--- config.mk ---
export PLATFORM = sky130hd
export DESIGN_NAME = synth_ctl_top
export DESIGN_NICKNAME = d
export VERILOG_FILES = /design/src/rtl/synth_ctl_pkg.sv /design/src/rtl/synth_ctl_serial.sv /design/src/rtl/synth_ctl_core.sv /design/src/rtl/synth_ctl_top.sv
export SDC_FILE = /design/constraint.sdc
export NUM_CORES = 1
export LEC_CHECK = 0
export BUFFER_PORTS_ARGS = -buffer_cell sky130_fd_sc_hd__buf_2
export CORE_UTILIZATION = 69
export CTS_BUF_LIST = sky130_fd_sc_hd__clkbuf_8
export CTS_CLUSTER_DIAMETER = 150
export DETAILED_ROUTE_END_ITERATION = 8
export PLACE_DENSITY = 0.88
export SYNTH_ARGS = -nofsm -noshare
export SYNTH_HDL_FRONTEND = slang
export SYNTH_HIERARCHICAL = 1
export SYNTH_SLANG_ARGS = --single-unit
--- constraint.sdc ---
create_clock -name clk -period 4.55 [get_ports clk]
set_clock_uncertainty 0.1 [all_clocks]
set_input_delay 0.455 -clock clk [delete_from_list [all_inputs] [get_ports clk]]
set_output_delay 0.455 -clock clk [all_outputs]
set_load 0.02 [all_outputs]
--- src/rtl/synth_ctl_pkg.sv ---
package synth_ctl_pkg;
  localparam int SEL_W      = 3;
  localparam int INT_W      = 8;
  localparam int FRAC_W     = 12;
  localparam int TIME_W     = 10;
  localparam int NUM_TIMERS = 4;
  localparam int WORD_W     = 1 + INT_W + FRAC_W + SEL_W;

  localparam logic [SEL_W-1:0] SEL_FREQ = 3'd0;
  localparam logic [SEL_W-1:0] SEL_AUXA = 3'd1;
  localparam logic [SEL_W-1:0] SEL_AUXB = 3'd2;

  typedef struct packed {
    logic stageFreq;
    logic stageAuxA;
    logic stageAuxB;
    logic apply;
    logic tick;
  } ctlStrobes_t;
endpackage

--- src/rtl/synth_ctl_serial.sv ---
module synth_ctl_serial
  import synth_ctl_pkg::*;
(
  input  logic              clk,
  input  logic              rst,
  input  logic              sclk,
  input  logic              sdata,
  input  logic              sle,
  input  logic              pfdTick,
  output logic [WORD_W-1:0] wordOut,
  output ctlStrobes_t       strobes
);
  logic              sclkQ;
  logic              sleQ;
  logic              pending;
  logic              sclkRise;
  logic              sleRise;
  logic [WORD_W-1:0] shiftReg;
  logic [SEL_W-1:0]  sel;

  assign sclkRise = sclk & ~sclkQ;
  assign sleRise  = sle & ~sleQ;
  assign sel      = shiftReg[SEL_W-1:0];
  assign wordOut  = shiftReg;

  always_comb begin
    strobes.stageFreq = sleRise && (sel == SEL_FREQ);
    strobes.stageAuxA = sleRise && (sel == SEL_AUXA);
    strobes.stageAuxB = sleRise && (sel == SEL_AUXB);
    strobes.apply     = pending && pfdTick;
    strobes.tick      = pfdTick;
  end

  always_ff @(posedge clk) begin
    if (rst) begin
      sclkQ    <= 1'b0;
      sleQ     <= 1'b0;
      pending  <= 1'b0;
      shiftReg <= '0;
    end else begin
      sclkQ <= sclk;
      sleQ  <= sle;
      if (sclkRise) shiftReg <= {shiftReg[WORD_W-2:0], sdata};
      if (strobes.stageFreq) pending <= 1'b1;
      else if (strobes.apply) pending <= 1'b0;
    end
  end

  AST_ONE_STROBE: assert property (@(posedge clk) disable iff (rst)
    $onehot0({strobes.stageFreq, strobes.stageAuxA, strobes.stageAuxB}));

  AST_APPLY_NEEDS_LOAD: assert property (@(posedge clk) disable iff (rst)
    strobes.stageFreq |=> (strobes.apply == pfdTick));
endmodule

--- src/rtl/synth_ctl_core.sv ---
module synth_ctl_core
  import synth_ctl_pkg::*;
#(
  parameter int MIN_INT = 26
) (
  input  logic                  clk,
  input  logic                  rst,
  input  logic [WORD_W-1:0]     wordIn,
  input  ctlStrobes_t           strobes,
  output logic [INT_W-1:0]      intOut,
  output logic [FRAC_W-1:0]     fracOut,
  output logic                  cpBoost,
  output logic [NUM_TIMERS-2:0] swClose,
  output logic                  intInvalid
);
  localparam logic [INT_W-1:0] INT_FLOOR = INT_W'(MIN_INT);

  logic [INT_W-1:0]  wInt;
  logic [FRAC_W-1:0] wFrac;
  logic [TIME_W-1:0] wLo;
  logic [TIME_W-1:0] wHi;

  logic [NUM_TIMERS-1:0][TIME_W-1:0] stageTime;
  logic [NUM_TIMERS-1:0][TIME_W-1:0] pendTime;
  logic [NUM_TIMERS-1:0][TIME_W-1:0] cnt;
  logic [NUM_TIMERS-1:0]             timerOn;
  logic [INT_W-1:0]                  pendInt;
  logic [FRAC_W-1:0]                 pendFrac;
  logic                              pendBad;

  assign wInt  = wordIn[SEL_W+FRAC_W +: INT_W];
  assign wFrac = wordIn[SEL_W +: FRAC_W];
  assign wLo   = wordIn[SEL_W +: TIME_W];
  assign wHi   = wordIn[SEL_W+TIME_W +: TIME_W];

  // staging and snapshot
  always_ff @(posedge clk) begin
    if (rst) begin
      stageTime <= '0;
      pendTime  <= '0;
      pendInt   <= INT_FLOOR;
      pendFrac  <= '0;
      pendBad   <= 1'b0;
    end else begin
      if (strobes.stageAuxA) begin
        stageTime[0] <= wLo;
        stageTime[1] <= wHi;
      end
      if (strobes.stageAuxB) begin
        stageTime[2] <= wLo;
        stageTime[3] <= wHi;
      end
      if (strobes.stageFreq) begin
        pendTime <= stageTime;
        pendInt  <= (wInt < INT_FLOOR) ? INT_FLOOR : wInt;
        pendBad  <= (wInt < INT_FLOOR);
        pendFrac <= wFrac;
      end
    end
  end

  // active divider values
  always_ff @(posedge clk) begin
    if (rst) begin
      intOut     <= INT_FLOOR;
      fracOut    <= '0;
      intInvalid <= 1'b0;
    end else if (strobes.apply) begin
      intOut     <= pendInt;
      fracOut    <= pendFrac;
      intInvalid <= pendBad;
    end
  end

  // timeout counters: 0 = boost, 1..3 = switches
  for (genvar t = 0; t < NUM_TIMERS; t++) begin : g_timer
    always_ff @(posedge clk) begin
      if (rst) cnt[t] <= '0;
      else if (strobes.apply) cnt[t] <= pendTime[t];
      else if (strobes.tick && cnt[t] != '0) cnt[t] <= cnt[t] - 1'b1;
    end
    assign timerOn[t] = (cnt[t] != '0);

    AST_TIMER_RISE: assert property (@(posedge clk) disable iff (rst)
      $rose(timerOn[t]) |-> $past(strobes.apply));
  end

  assign cpBoost = timerOn[0];
  assign swClose = timerOn[NUM_TIMERS-1:1];

  AST_INT_FLOOR: assert property (@(posedge clk) disable iff (rst)
    intOut >= INT_FLOOR);

  AST_INT_HOLD: assert property (@(posedge clk) disable iff (rst)
    !strobes.apply |=> $stable(intOut) && $stable(fracOut));

  AST_BOOST_FALL: assert property (@(posedge clk) disable iff (rst)
    $fell(cpBoost) |-> $past(strobes.tick) || $past(rst));

  AST_RELOAD: assert property (@(posedge clk) disable iff (rst)
    (strobes.apply && pendTime[0] != '0) |=> cpBoost);
endmodule

--- src/rtl/synth_ctl_top.sv ---
module synth_ctl_top
  import synth_ctl_pkg::*;
#(
  parameter int MIN_INT = 26
) (
  input  logic                  clk,
  input  logic                  rst,
  input  logic                  sclk,
  input  logic                  sdata,
  input  logic                  sle,
  input  logic                  pfdTick,
  output logic [INT_W-1:0]      intOut,
  output logic [FRAC_W-1:0]     fracOut,
  output logic                  cpBoost,
  output logic [NUM_TIMERS-2:0] swClose,
  output logic                  intInvalid
);
  logic [WORD_W-1:0] word;
  ctlStrobes_t       strobes;

  synth_ctl_serial i_serial (
    .clk     (clk),
    .rst     (rst),
    .sclk    (sclk),
    .sdata   (sdata),
    .sle     (sle),
    .pfdTick (pfdTick),
    .wordOut (word),
    .strobes (strobes)
  );

  synth_ctl_core #(.MIN_INT(MIN_INT)) i_core (
    .clk        (clk),
    .rst        (rst),
    .wordIn     (word),
    .strobes    (strobes),
    .intOut     (intOut),
    .fracOut    (fracOut),
    .cpBoost    (cpBoost),
    .swClose    (swClose),
    .intInvalid (intInvalid)
  );
endmodule

Yosys cells after proc, flatten, opt, wreduce, memory -nomap -nowiden
Index checks and enable logic that the tools add are counted.
- register bits after elaboration: 188
- bits in latches: 0
- bits in writable memories: 0
- memory bits (read-only): 0
- input port bits: 6
- output and inout bits: 25
- logic and storage cells: 62
- memories: 0
- add/sub/neg operators: 4
- multiply operators: 0
- divide/modulo/power cells: 0
- $lt $le $gt $ge: 1
- equality and inequality tests: 2
- shift-type cells: 0
- multiplexer cells: 11
- bitwise operators: 4
- reduce and logical (&&, ||, !) cells: 18
- operators with widths (kind ; number):
    $mux 10 ; 8
    $reduce_bool 10->1 ; 4
    $sub 10x1->10 const B ; 4
    $reduce_bool 2->1 ; 5
    $logic_and 1x1->1 ; 8
    $lt 8x5->1 const B ; 1
    $mux 8 ; 1
    $eq 3x1->1 const B ; 1
    $eq 3x2->1 const B ; 1
    $logic_not 3->1 ; 1
    $and 1x1->1 ; 2
    $mux 1 ; 2
    $not 1->1 ; 2

Longest topological paths before layout
Gate-level depths: netlist (run 1).
- depth after elaboration: 4
- depth in mapped cells: 7

By module
Netlist (run 1), hierarchy kept.
- modules (own cells, without submodules) (module ; instances ; cells an instance ; area an instance (um^2) ; seq. area each (um^2)):
    synth_ctl_core ; 1 ; 716 ; 6795.3 ; 3243.1
    synth_ctl_serial ; 1 ; 120 ; 1139.8 ; 540.5

Worst setup path after synthesis (run 1)
OpenSTA, ideal clock, no wires.
- path kind: in2reg
- start: input port sle
- end: register i_core/pendTime[0] (netlist name)
- setup time: 128 ps
- data arrival time: 1801 ps
- required time: 4322 ps
- slack: 2522 ps
- cell stages on the path: 6
- cell sequence: nand2b_1 > nor4_2 > clkbuf_1 > buf_1 > mux2i_1 > nor2_1
- RTL lines (item ; line ; text):
    start: declaration ; synth_ctl_top.sv:10 ; input logic sle,
    end signal: assignment ; synth_ctl_core.sv:54 ; pendTime <= stageTime;
    end: declaration ; synth_ctl_core.sv:24 ; logic [NUM_TIMERS-1:0][TIME_W-1:0] pendTime;

Final worst setup path (run 1)
- start: register i_core/cnt[0] (netlist name)
- end: output port cpBoost
- cells in the longest elaborated chain, start to end: 1
- RTL lines (item ; line ; text):
    start: declaration ; synth_ctl_core.sv:25 ; logic [NUM_TIMERS-1:0][TIME_W-1:0] cnt;
    start signal: indexed assignment ; synth_ctl_core.sv:79 ; else if (strobes.apply) cnt[t] <= pendTime[t];
    $reduce_bool 10->1 ; synth_ctl_core.sv:82 ; assign timerOn[t] = (cnt[t] != '0);
    end: declaration ; synth_ctl_top.sv:14 ; output logic cpBoost,
Every way passes these cells.

==> results of run 1 <==
[cell type report]
class                      instances  area (um^2)  area share
inverter                          22         82.6     0.00986
sequential                       188         3760       0.450
tap                              140          175      0.0209
clock inverter                    11         85.1      0.0102
clock buffer                      18          248      0.0296
multi-input combinational        567         3810       0.455
timing repair buffer              37          209      0.0250
[power groups by stage]
stage          combinational, W  sequential, W  clock [W]
5_1_grt                 0.00117        0.00192    0.00104
3_3_place_gp           0.000988        0.00192          0
4_1_cts                 0.00105        0.00189   0.000976
3_5_place_dp            0.00104        0.00193          0
6_report                0.00106        0.00190   0.000964
2_1_floorplan          0.000856        0.00190          0
[worst max-delay path by stage]
| stage | startpoint | end | cells past startpoint |
|---|---|---|---|
| floorplan | sle | i_core/pendTime[0] | 6 |
| global placement | pfdTick | i_core/cnt[16] | 7 |
| detailed placement | pfdTick | i_core/cnt[16] | 7 |
| CTS | i_core/cnt[30] | swClose[2] | 6 |
| global route | i_core/cnt[0] | cpBoost | 5 |
| finish | i_core/cnt[0] | cpBoost | 5 |
[flip-flops by register name, indices dropped and copies added, names as in the netlist]
register           flops
i_serial/sclkQ         1
i_serial/wordOut      23
i_core/intInvalid      1
i_core/pendBad         1
i_serial/pending       1
i_serial/sleQ          1
i_core/pendFrac       12
i_core/cnt            40
i_core/intOut          8
i_core/pendTime       40
i_core/stageTime      40
i_core/fracOut        12
i_core/pendInt         8
[metrics by stage]
stage | power, W | hold WS (ns)
2_1_floorplan | 0.00276 | 0.338
3_3_place_gp | 0.00291 | 0.349
3_5_place_dp | 0.00297 | 0.359
4_1_cts | 0.00392 | 0.117
5_1_grt | 0.00413 | 0.138
6_report | 0.00393 | 0.134
[layer usage]
| metal | vias to the layer above | global-route usage | routed length [um] |
|---|---|---|---|
| li1 | 2910 | - | - |
| met1 | 2882 | 0.387 | 7500 |
| met5 | - | 0 | 0 |
| met3 | 24 | 0.0538 | 839 |
| met2 | 190 | 0.458 | 7610 |
| met4 | 0 | 0.106 | 214 |
==> flow_summary.json, run 1 <==
{
  "postSynthCellCount": 832,
  "slowest_stage_delay_cp_ns": 0.44,
  "drive_gt1_frac": 0.142,
  "clock_tree.root_cell": "clkbuf_8",
  "placement.setup.worst_slack_ns": 1.77,
  "dr_total_vias": 6006,
  "critical_path.reg2reg.endpoint": "i_core/cnt[1]",
  "placed_cells": 954,
  "tns_ns": 0,
  "number_of_nets_at_the_end_of_the_flow": 843,
  "clkSinkCount": 188,
  "max_cap_violations": 0,
  "timing.hold.worst_path_depth": 2,
  "die_area_um2": 11900,
  "setup_violations": 0,
  "switching_power_w": 0.00130,
  "htree_levels": 4,
  "port_buffer_cells": 30,
  "post_cts_setup_repair_bufs": 0,
  "layout_worst_path_cycle_share": 0.611,
  "dr_pass1_iterations": 5,
  "clockBufferDepth": 2,
  "critical_path.n_buffers_inverters": 2,
  "r2r_start": "i_core/cnt[0]",
  "pwr-share-seq": 0.484,
  "finalCoreUtilization": 0.762,
  "timing.critical_path.cells": "inv_1 > ha_1 > nor4b_1 > nand3_1 > buf_2",
  "antenna_found_initial": 0,
  "grt_max_degree": 151,
  "timing.critical_path.arrival_ns": 2.22,
  "area.growth.synth_to_final_pct": 5.94,
  "crit_slowest_cell": "nand3_1",
  "finalInstanceArea_um2": 8370,
  "grt_first_pass_wirelength_mm": 26.6,
  "dpl.hpwl_mm": 10.6,
  "worst_path_dominant_cell_family": "simple AND/OR/NAND/NOR gates",
  "ios": 31,
  "synth_area_per_cell_um2": 9.50,
  "worstMarginPinSlew_ns": 1.12,
  "setup_ws_ns": 1.77,
  "cp_data_required_time_ns": 3.99,
  "drc_errors": 0,
  "ir_worst_vdd_uv": 290,
  "post_layout_nonfiller_instances": 983,
  "hold_path_class": "in2reg",
  "antenna_left": 0,
  "outcome": "finished, final reports clean",
  "layout_common_cells": "dfxtp_1 (188), nor2_1 (157), mux2i_1 (126), nand2_1 (42), buf_2 (29)",
  "rsz0062_at_grt": "false",
  "die_h_um": 109,
  "routed_wl_mm": 16.2,
  "grt.overflow.total": 0,
  "timing.reg2reg.setup_slack_ns": 2.18,
  "hp-start": "sle",
  "yosysWarnings": 6,
  "timing.hold.worst_endpoint": "i_serial/sleQ",
  "syn-num-nets": 842,
  "cp-start-kind": "flop",
  "maxSlewViolCount": 0,
  "clk_latency_ns": 0.45,
  "cts_tree": "yes",
  "power_density_nw_per_um2": 469,
  "final_period_minus_worst_setup_slack_ns": 2.78,
  "tot_gr_track_use": 0.287,
  "die_w_um": 109,
  "first_iter_violations": 386,
  "cts_hold_buf": 0,
  "power.share.combinational": 0.270,
  "fillCellCount": 702,
  "route.detailed.wl_per_inst_um": 16.5,
  "core-area_um2": 11000,
  "synth.cell_area_um2": 7900,
  "critical_path_class": "reg2out",
  "cp-end-kind": "output port",
  "clock_share_of_power": 0.245,
  "swShare": 0.331,
  "commonest_non_fill_non_tap_cell_in_the_layout": "dfxtp_1",
  "place_congestion": 0.837,
  "internal_power_consumption_w": 0.00263,
  "max_freq_ghz": 0.360,
  "start_util": 0.720,
  "number_of_global_route_vias_before_repair": 5563,
  "report.final.hold_viol_count": 0,
  "dpl-instance-area_um2": 8040,
  "row_count": 38,
  "total_leakage_power_nw": 3.09,
  "critical_path.max_fanout": 12,
  "number_of_resized_instances_in_the_post_cts_repair_step": 0,
  "worst_setup_hold_path_clk_slew_ns": 0.08,
  "viasPerCell": 6.11,
  "number_of_buffers_inserted_during_clock_tree_synthesis": 17,
  "insertedDiodeCount": 0,
  "r2r.worst_path.cells": 6,
  "maxSlewHeadroom": 0.255
}
(Power assumes the default switching activity.)
==> inputs of run 2 (changes only) <==
Settings changed: CORE_UTILIZATION 69 to 64, PLACE_DENSITY 0.88 to 0.82.
Clock period 4.55 ns to 2.9 ns, I/O delays scaled along.
==> flow_summary.json, run 2 (synthesis gave the netlist of run 1 again) <==
{
  "outcome": "finished, final reports clean",
  "dr_total_vias": 6038,
  "clk_latency_ns": 0.46,
  "worstMarginPinSlew_ns": 0.858,
  "drc_errors": 0,
  "layout_top_registers": "i_core/cnt x40, i_core/pendTime x40, i_core/stageTime x40",
  "worst_setup_hold_path_clk_slew_ns": 0.10,
  "critical_path.max_fanout": 12,
  "placement.setup.worst_slack_ns": 0.487,
  "pwr-share-seq": 0.472,
  "grt.overflow.total": 0,
  "max_cap_violations": 0,
  "number_of_global_route_vias_before_repair": 5907,
  "layout_common_cells": "dfxtp_1 (188), nor2_1 (157), mux2i_1 (126), nand2_1 (42), buf_2 (29)",
  "internal_power_consumption_w": 0.00415,
  "port_buffer_cells": 30,
  "row_count": 40,
  "number_of_buffers_inserted_during_clock_tree_synthesis": 17,
  "antenna_found_initial": 0,
  "commonest_non_fill_non_tap_cell_in_the_layout": "dfxtp_1",
  "core-area_um2": 12000,
  "first_iter_violations": 512,
  "clock_tree.root_cell": "clkbuf_8",
  "drive_gt1_frac": 0.157,
  "route.top_layer_used": "met4",
  "antenna_left": 0,
  "hold_path_class": "in2reg",
  "clockBufferDepth": 2,
  "viasPerCell": 6.03,
  "rsz0062_at_grt": "false",
  "place_congestion": 0.861,
  "cp-start-kind": "flop",
  "cts_tree": "yes",
  "route.detailed.wl_per_inst_um": 16.8,
  "fillCellCount": 908,
  "maxSlewHeadroom": 0.428,
  "wl_met2_mm": 7.93,
  "start_util": 0.658,
  "layout_worst_path_cycle_share": 0.916,
  "maxSlewViolCount": 0,
  "tns_ns": 0,
  "die_w_um": 113,
  "max_freq_ghz": 0.376,
  "final_period_minus_worst_setup_slack_ns": 2.66,
  "met3_wirelength_um": 793,
  "power.share.combinational": 0.268,
  "post_cts_setup_repair_bufs": 0,
  "cp-end-kind": "output port",
  "htree_levels": 4,
  "wl_met1_mm": 7.92,
  "setup_ws_ns": 0.243,
  "die_area_um2": 12800,
  "swShare": 0.344,
  "area.growth.synth_to_final_pct": 7.77,
  "tot_gr_track_use": 0.278,
  "clkSinkCount": 188,
  "ios": 31,
  "ir_worst_vdd_uv": 454,
  "insertedDiodeCount": 0,
  "switching_power_w": 0.00218,
  "power_density_nw_per_um2": 743,
  "routed_wl_mm": 16.9,
  "clock_share_of_power": 0.260,
  "report.final.hold_viol_count": 0,
  "die_h_um": 113,
  "critical_path_class": "reg2out",
  "setup_violations": 0,
  "number_of_nets_at_the_end_of_the_flow": 852,
  "grt_max_degree": 107,
  "total_leakage_power_nw": 3.15,
  "grt_first_pass_wirelength_mm": 28.3,
  "cp_data_required_time_ns": 2.51,
  "timing.critical_path.arrival_ns": 2.27,
  "dr_pass1_iterations": 5,
  "dpl.hpwl_mm": 11.1
}
run 2: worst paths after layout:
| path | from | endpoint | slack, ns | depth (start not counted) |
|---|---|---|---|---|
| worst max-delay path | i_core/cnt[0] | cpBoost | 0.24 | 5 |
| worst min-delay path | rst | i_core/stageTime[25] | 0.27 | 2 |
| worst max register to register | i_core/cnt[0] | i_core/cnt[1] | 0.36 | 6 |
| worst min register to register | i_core/pendTime[23] | i_core/cnt[23] | 0.38 | 2 |
run 2: critical path, stage by stage, from the launching register on:
cell and delay, ns:
dfxtp_1 0.34, inv_1 0.11, ha_1 0.24, nor4b_1 0.38
nand3_1 0.43, buf_2 0.30
run 2: final cells by class:
type	instances	area, um^2	share of cell area
Inverter	22	82.6	0.00970
Multi-Input combinational cell	567	3810	0.447
Clock buffer	20	275	0.0323
Timing Repair Buffer	46	297	0.0348
Tap cell	147	184	0.0216
Clock inverter	12	106	0.0125
Sequential cell	188	3760	0.442
run 2: through the flow:
| step | cell area (um^2) | power (W) | util | hold WS, ns | std cells |
|---|---|---|---|---|---|
| final | 8520 | 0.00633 | 0.709 | 0.268 | 1002 |
| after detailed placement | 8110 | 0.00469 | 0.675 | 0.367 | 967 |
| after CTS | 8520 | 0.00633 | 0.709 | 0.238 | 1002 |
| after floorplan | 7900 | 0.00432 | - | 0.317 | 832 |
| after global placement | 8110 | 0.00458 | 0.675 | 0.358 | 967 |
| after global routing | 8520 | 0.00665 | 0.709 | 0.260 | 1002 |
run 2: what timing repair did:
item	CTS	global route
resized for setup	0	0
hold endpoints to repair	3	0
hold buffers	3	0
run 2: power groups by stage:
stage / logic (W) / clock network [W] / registers [W]
after floorplan: 0.00134 / 0 / 0.00298
after global placement: 0.00157 / 0 / 0.00302
after detailed placement: 0.00165 / 0 / 0.00304
after CTS: 0.00168 / 0.00167 / 0.00298
after global routing: 0.00186 / 0.00178 / 0.00302
final: 0.00170 / 0.00164 / 0.00299
run 2: routing by layer:
metal	global-route usage	vias to the layer above
li1	-	2929
met1	0.364	2912
met2	0.455	173
met3	0.0584	24
met4	0.0982	0
met5	0	-
